`config.mk`:
```
export PLATFORM = sky130hd
export DESIGN_NAME = ohc_regbank
export DESIGN_NICKNAME = d
export VERILOG_FILES = /design/src/rtl/ohc_pkg.sv /design/src/rtl/ohc_rule_dec.sv /design/src/rtl/ohc_cmd_eval.sv /design/src/rtl/ohc_regbank.sv
export SDC_FILE = /design/constraint.sdc
export NUM_CORES = 2
export LEC_CHECK = 0
export BUFFER_PORTS_ARGS = -buffer_cell sky130_fd_sc_hd__clkbuf_2
export CAP_MARGIN = 20
export CELL_PAD_IN_SITES_DETAIL_PLACEMENT = 1
export CELL_PAD_IN_SITES_GLOBAL_PLACEMENT = 1
export CORE_UTILIZATION = 45
export DETAILED_ROUTE_END_ITERATION = 8
export PLACE_DENSITY_LB_ADDON = 0.1
export SLEW_MARGIN = 20
export SYNTH_ARGS = -nofsm -noshare
export SYNTH_HDL_FRONTEND = slang
export SYNTH_SLANG_ARGS = --single-unit
```
`constraint.sdc`:
```
create_clock -name clk -period 2.65 [get_ports clk]
set_input_delay 0.265 -clock clk [delete_from_list [all_inputs] [get_ports clk]]
set_output_delay 0.265 -clock clk [all_outputs]
set_load 0.03 [all_outputs]
```
`src/rtl/ohc_pkg.sv`:
```
package ohc_pkg;

    typedef enum logic [2:0] {
        WR_PLAIN,
        WR_IGNORE,
        WR_MASKED,
        WR_W1C,
        WR_CMD,
        WR_CTRL
    } wr_kind_e;

    typedef struct packed {
        wr_kind_e   kind;
        logic [7:0] mask;
    } wr_rule_t;

    localparam logic [11:0] OFS_CTRL    = 12'h004;
    localparam logic [11:0] OFS_CMD     = 12'h008;
    localparam logic [11:0] OFS_IRQ_ST3 = 12'h00F;
    localparam logic [11:0] OFS_IRQ_EN3 = 12'h013;
    localparam logic [11:0] OFS_P1_CHG  = 12'h056;
    localparam logic [11:0] OFS_P2_CHG  = 12'h05A;

    localparam logic [7:0] BUS_RST_CHG  = 8'h16;
    localparam logic [7:0] OWN_FLAG     = 8'h40;

    // power-up content of one byte lane
    function automatic logic [7:0] default_byte(input logic [11:0] ofs);
        case (ofs)
            12'h000: default_byte = 8'h10;
            12'h001: default_byte = 8'h01;
            12'h048: default_byte = 8'h02;
            default: default_byte = 8'h00;
        endcase
    endfunction

endpackage

```
`src/rtl/ohc_rule_dec.sv`:
```
module ohc_rule_dec
    import ohc_pkg::*;
(
    input  logic [11:0] ofs,
    output wr_rule_t    rule
);

    always_comb begin
        rule = '{kind: WR_PLAIN, mask: 8'hFF};
        case (ofs)
            OFS_CTRL:                       rule = '{kind: WR_CTRL,   mask: 8'hFF};
            OFS_CMD:                        rule = '{kind: WR_CMD,    mask: 8'hFF};
            12'h00C:                        rule = '{kind: WR_W1C,    mask: 8'h7F};
            OFS_IRQ_ST3:                    rule = '{kind: WR_W1C,    mask: 8'h40};
            12'h00D, 12'h00E,
            12'h018, 12'h019, 12'h01A, 12'h01B,
            12'h03A, 12'h03E, 12'h03F,
            12'h042, 12'h043,
            12'h046, 12'h047:               rule = '{kind: WR_IGNORE, mask: 8'h00};
            12'h039, 12'h041:               rule = '{kind: WR_MASKED, mask: 8'h3F};
            12'h03B:                        rule = '{kind: WR_MASKED, mask: 8'h80};
            12'h045:                        rule = '{kind: WR_MASKED, mask: 8'h0F};
            default:                        rule = '{kind: WR_PLAIN,  mask: 8'hFF};
        endcase
    end

endmodule

```
`src/rtl/ohc_cmd_eval.sv`:
```
module ohc_cmd_eval (
    input  logic       hit_cmd,
    input  logic       hit_ctrl,
    input  logic [7:0] wr_data,
    input  logic [7:0] irq_en_hi,
    output logic       soft_rst,
    output logic       own_req,
    output logic       smi_fire,
    output logic       bus_rst
);

    always_comb begin
        soft_rst = hit_cmd && wr_data[0];
        own_req  = hit_cmd && wr_data[3];
        smi_fire = own_req && (irq_en_hi[7:6] == 2'b11);
        bus_rst  = hit_ctrl && (wr_data[7:6] == 2'b00);
    end

endmodule

```
`src/rtl/ohc_regbank.sv`:
```
module ohc_regbank
    import ohc_pkg::*;
#(
    parameter int STORE_BYTES = 128
) (
    input  logic        clk,
    input  logic        rst,
    input  logic [11:0] addr,
    input  logic        wr_en,
    input  logic [7:0]  wr_data,
    output logic [7:0]  rd_data,
    output logic        smi_pulse,
    output logic        port_chg_strobe
);

    localparam int IDX_W = $clog2(STORE_BYTES);

    typedef logic [STORE_BYTES-1:0][7:0] image_t;

    typedef struct packed {
        image_t mem;
        logic   smi;
        logic   chg;
    } state_t;

    function automatic image_t reset_image();
        image_t img;
        for (int i = 0; i < STORE_BYTES; i++) begin
            img[i] = default_byte(12'(i));
        end
        return img;
    endfunction

    localparam image_t RESET_IMG = reset_image();

    state_t             st_d, st_q;
    wr_rule_t           rule;
    logic               in_range;
    logic [IDX_W-1:0]   idx;
    logic               soft_rst, own_req, smi_fire, bus_rst;

    assign in_range = (addr < 12'(STORE_BYTES));
    assign idx      = addr[IDX_W-1:0];

    ohc_rule_dec u_dec (
        .ofs  (addr),
        .rule (rule)
    );

    ohc_cmd_eval u_cmd (
        .hit_cmd   (wr_en && in_range && (rule.kind == WR_CMD)),
        .hit_ctrl  (wr_en && in_range && (rule.kind == WR_CTRL)),
        .wr_data   (wr_data),
        .irq_en_hi (st_q.mem[OFS_IRQ_EN3[IDX_W-1:0]]),
        .soft_rst  (soft_rst),
        .own_req   (own_req),
        .smi_fire  (smi_fire),
        .bus_rst   (bus_rst)
    );

    always_comb begin
        st_d     = st_q;
        st_d.smi = 1'b0;
        st_d.chg = 1'b0;
        if (wr_en && in_range) begin
            case (rule.kind)
                WR_PLAIN:  st_d.mem[idx] = wr_data;
                WR_MASKED: st_d.mem[idx] = wr_data & rule.mask;
                WR_W1C:    st_d.mem[idx] = st_q.mem[idx] & ~(wr_data & rule.mask);
                WR_CTRL: begin
                    st_d.mem[idx] = wr_data;
                    if (bus_rst) begin
                        st_d.mem[OFS_P1_CHG[IDX_W-1:0]] = BUS_RST_CHG;
                        st_d.mem[OFS_P2_CHG[IDX_W-1:0]] = BUS_RST_CHG;
                        st_d.chg = 1'b1;
                    end
                end
                WR_CMD: begin
                    st_d.smi = smi_fire;
                    if (soft_rst) begin
                        st_d.mem      = RESET_IMG;
                        st_d.mem[idx] = wr_data & 8'hFE;
                    end else begin
                        st_d.mem[idx] = wr_data;
                        if (own_req) begin
                            st_d.mem[OFS_IRQ_ST3[IDX_W-1:0]] =
                                st_q.mem[OFS_IRQ_ST3[IDX_W-1:0]] | OWN_FLAG;
                        end
                    end
                end
                default: ;
            endcase
        end
    end

    always_ff @(posedge clk) begin
        if (rst) begin
            st_q <= '{mem: RESET_IMG, smi: 1'b0, chg: 1'b0};
        end else begin
            st_q <= st_d;
        end
    end

    assign rd_data         = in_range ? st_q.mem[idx] : 8'h00;
    assign smi_pulse       = st_q.smi;
    assign port_chg_strobe = st_q.chg;

endmodule

```
==> impl_metrics.csv <==
group,metric,value,unit
detailed_routing,wl,248000,µm
timing,hold_viol,0,
placement,placed_area,57800,µm²
yosys,synthArstFlopShare,0,
grt,grt_pass1_wl,358000,µm
yosys,ys_seq_area_frac,0.418,
final_layout,seqCellArea,20600,µm²
floorplan,initial_core_util,0.456,
yosys,yosys.area.top_type_share,0.418,
setup_path,slowest_delay,600,ps
clock_tree,htree_levels,3,
yosys,synth_fp_nets,5398,
grt,grt_pass1_vias,51400,
timing,setup_viol,9,
final_layout,drive_gt1_frac,0.262,
clock_tree,clockRootBuffer,"clkbuf_16",
detailed_routing,routedWlPerCell,33.3,µm
setup_path,cp.required,2380,ps
timing,post-route-min-period,3250,ps
power,ir_drop,0.773,mV
yosys,ys_ff_latch,1026,
timing,report.final.slew_viol_count,0,
final_layout,fin_cells,7438,
yosys,synthMostInstantiatedCell,"dfxtp_1",
run_status,violations,"negative setup slack",
grt,grt_antenna_before_repair,19,
final_layout,nFillCells,12000,
worst_hold_path,worstHoldPathCells,3,
setup_path,criticalPathCategory,"flip-flop to output port",
clock_tree,clk_pin_slew,60,ps
yosys,yosys.area.top_type,"dfxtp_1",
placement,dp_cells,7221,
yosys,synth-main-ff-cell,"dfxtp_1",
setup_path,path_cells,"mux4_2 -> mux4_2 -> mux2i_1 -> buf_4 -> a22oi_2 -> nand3_2 -> nor2_4 -> buf_8",
final_layout,area_growth,26.6,%
yosys,syn_avg_cell_area,9.14,µm²
detailed_routing,vias_per_cell,6.90,
setup_path,worst-r2r-setup-slack,-20,ps
floorplan,pin_count,33,
final_layout,multiInputGateArea,26400,µm²
yosys,ys_warn_count,0,
setup_path,arrival,2980,ps
clock_tree,cts_buffer_depth,3,
timing,skew,20.8,ps
final_layout,finish.utilization,0.578,
grt,gr-total-overflow,0,
floorplan,core-area,108000,µm²
detailed_routing,drcViolationCount,0,
setup_path,reg2reg_from,"st_q[865]$_SDFFE_PP0P_",
setup_path,cp_top_family,"multiplexers",
detailed_routing,vias,51300,
flow_run,drv_cap,0,
setup_path,worst-path-max-fanout,2,
setup_path,crit_path_start,"st_q[865]$_SDFFE_PP0P_",
detailed_routing,ant_nets,0,
setup_path,cp-start-kind,"flip-flop",
worst_hold_path,hp-start,"wr_data[2]",
setup_path,critPathSlowestCell,"mux4_2",
placement,io_buffers,32,
timing,rsz0062_at_grt,"yes",
yosys,synth_cell_types,91,
setup_path,critPathBufInv,2,
yosys,synth_commonest_cells,"dfxtp_1, nor2_1, o21ai_0",
grt,track_usage,0.437,
clock_tree,numCtsBuffers,114,
timing,fin_ws,-596,ps
placement,place.gp.congestion,1.01,
worst_hold_path,min_path_type,"primary input to flip-flop",
run_status,status,"finished with violations",
floorplan,die_w,332,µm
final_layout,fin_area,62200,µm²
power,leakage,22.5,nW
clock_tree,clock_latency,730,ps
yosys,synth_edf_count,0,
setup_path,crit_top_cell,"mux4_2",
detailed_routing,drt_iter0_drc,6493,
floorplan,fp.dieH,332,µm
setup_path,reg2regPathDepth,10,
timing,setup-tns-final,-4200,ps
power,p_per_area,568,nW/µm²
yosys,syn_area,49100,µm²
timing,tightest_slew,880,ps
final_layout,nets,5961,
floorplan,num_rows,120,
yosys,synthCells,5375,
floorplan,dieArea,110000,µm²
clock_tree,cts_tree,"yes",
detailed_routing,drtPass1Iterations,5,
clock_tree,cts.sinks,1026,
timing,max_freq,0.308,GHz
timing,slew_headroom,0.397,
placement,dpl.hpwl,173000,µm
timing,fin_crit_sh,1.23,
setup_path,worst-path-stages,8,
setup_path,endpoint_kind,"output port",
grt,grt_max_degree,112,
yosys,synth_area_leaders,"dfxtp_1, mux4_2, a211oi_1",
-- repair_timing --
item,4_1_cts,5_1_grt
hold endpoints to repair,12,0
pin swaps,17,15
setup buffers,4,0
setup endpoints to repair,25,21
hold buffers,1,0
cloned,0,1
gates resized for setup,69,32
-- worst min-delay path, stage by stage --
cell and delay [ps]:
clkbuf_2 360, a22oi_1 130, nor2_1 90
-- layer usage --
metal,up-vias,track usage,share of wire
met5,-,0,0.00040
met4,14,0.250,0.065
met3,770,0.0876,0.10
met2,2945,0.662,0.44
met1,26200,0.579,0.40
li1,21400,-,-
-- report_power, final --
| group | internal, mW | total (mW) | switching [mW] |
|---|---|---|---|
| combinational | 0.947 | 2.90 | 1.96 |
| clock | 10.0 | 17.0 | 6.95 |
| sequential | 15.4 | 15.4 | 0.00201 |
-- layout make-up --
class,count,area share
multi-input cells,3785,0.424
flip-flops and latches,1026,0.331
repair buffers,996,0.152
clock buffers,172,0.0557
well taps,1403,0.0282
clock inverters,36,0.00760
inverters,15,0.00103
diodes,5,0.000201
-- metrics by stage --
step                      setup WS (ps)  hold WS [ps]  power (mW)
after floorplan                   -19.6           409        17.0
after global placement             -959           436        18.5
after detailed placement           -982           444        18.5
after CTS                          -578           114        35.2
after global routing               -585           160        35.9
final                              -596           168        35.3
-- cell usage in the layout, fill, tap and decap left out, types with 11 or more instances in the layout --
cell type / Yosys / routed
a211oi_1: 457 / 454
a21oi_1: 462 / 459
a221oi_1: 18 / 15
a22oi_1: 319 / 316
a311oi_1: 27 / 27
a31oi_1: 13 / 12
a32oi_1: 17 / 17
and2_1: 20 / 16
and3_1: 118 / 117
buf_12: 0 / 154
buf_4: 31 / 813
bufinv_16: 0 / 11
clkbuf_1: 319 / 23
clkbuf_16: 0 / 119
clkbuf_2: 1 / 14
clkbuf_8: 0 / 33
clkinv_2: 0 / 22
dfxtp_1: 1026 / 1011
dfxtp_2: 0 / 15
inv_1: 13 / 13
mux2i_1: 113 / 110
mux4_2: 232 / 232
nand2_1: 303 / 302
nand2b_1: 16 / 15
nand3_1: 54 / 48
nor2_1: 648 / 632
nor2_2: 12 / 21
nor2b_1: 29 / 27
nor3_1: 113 / 110
o211ai_1: 33 / 33
o21a_1: 13 / 13
o21ai_0: 496 / 487
o21ai_1: 55 / 60
o311ai_1: 11 / 12
o31ai_1: 13 / 12
o41ai_1: 13 / 12
-- path summary, 6_finish.rpt --
kind / endpoint
hold / removal: st_q[700]$_SDFFE_PP0P_
setup / recovery: rd_data[7]
setup reg to reg: st_q[129]$_SDFFE_PP0P_
hold reg to reg: st_q[98]$_SDFFE_PP0P_
-- logic make-up after synthesis --
kind of cell,Yosys count,synth area share
buffers and inverters,564,0.0526
AO/OA/AOI/OAI,2061,0.273
flip-flops,1026,0.418
multiplexers,356,0.132
AND/OR/NAND/NOR,1368,0.125
-- sequential cells by signal, summed over array words and instances, names as in the netlist --
signal           count
port_chg_strobe      1
smi_pulse            1
st_q              1024
No activity file was read; power rests on OpenSTA's default activity.
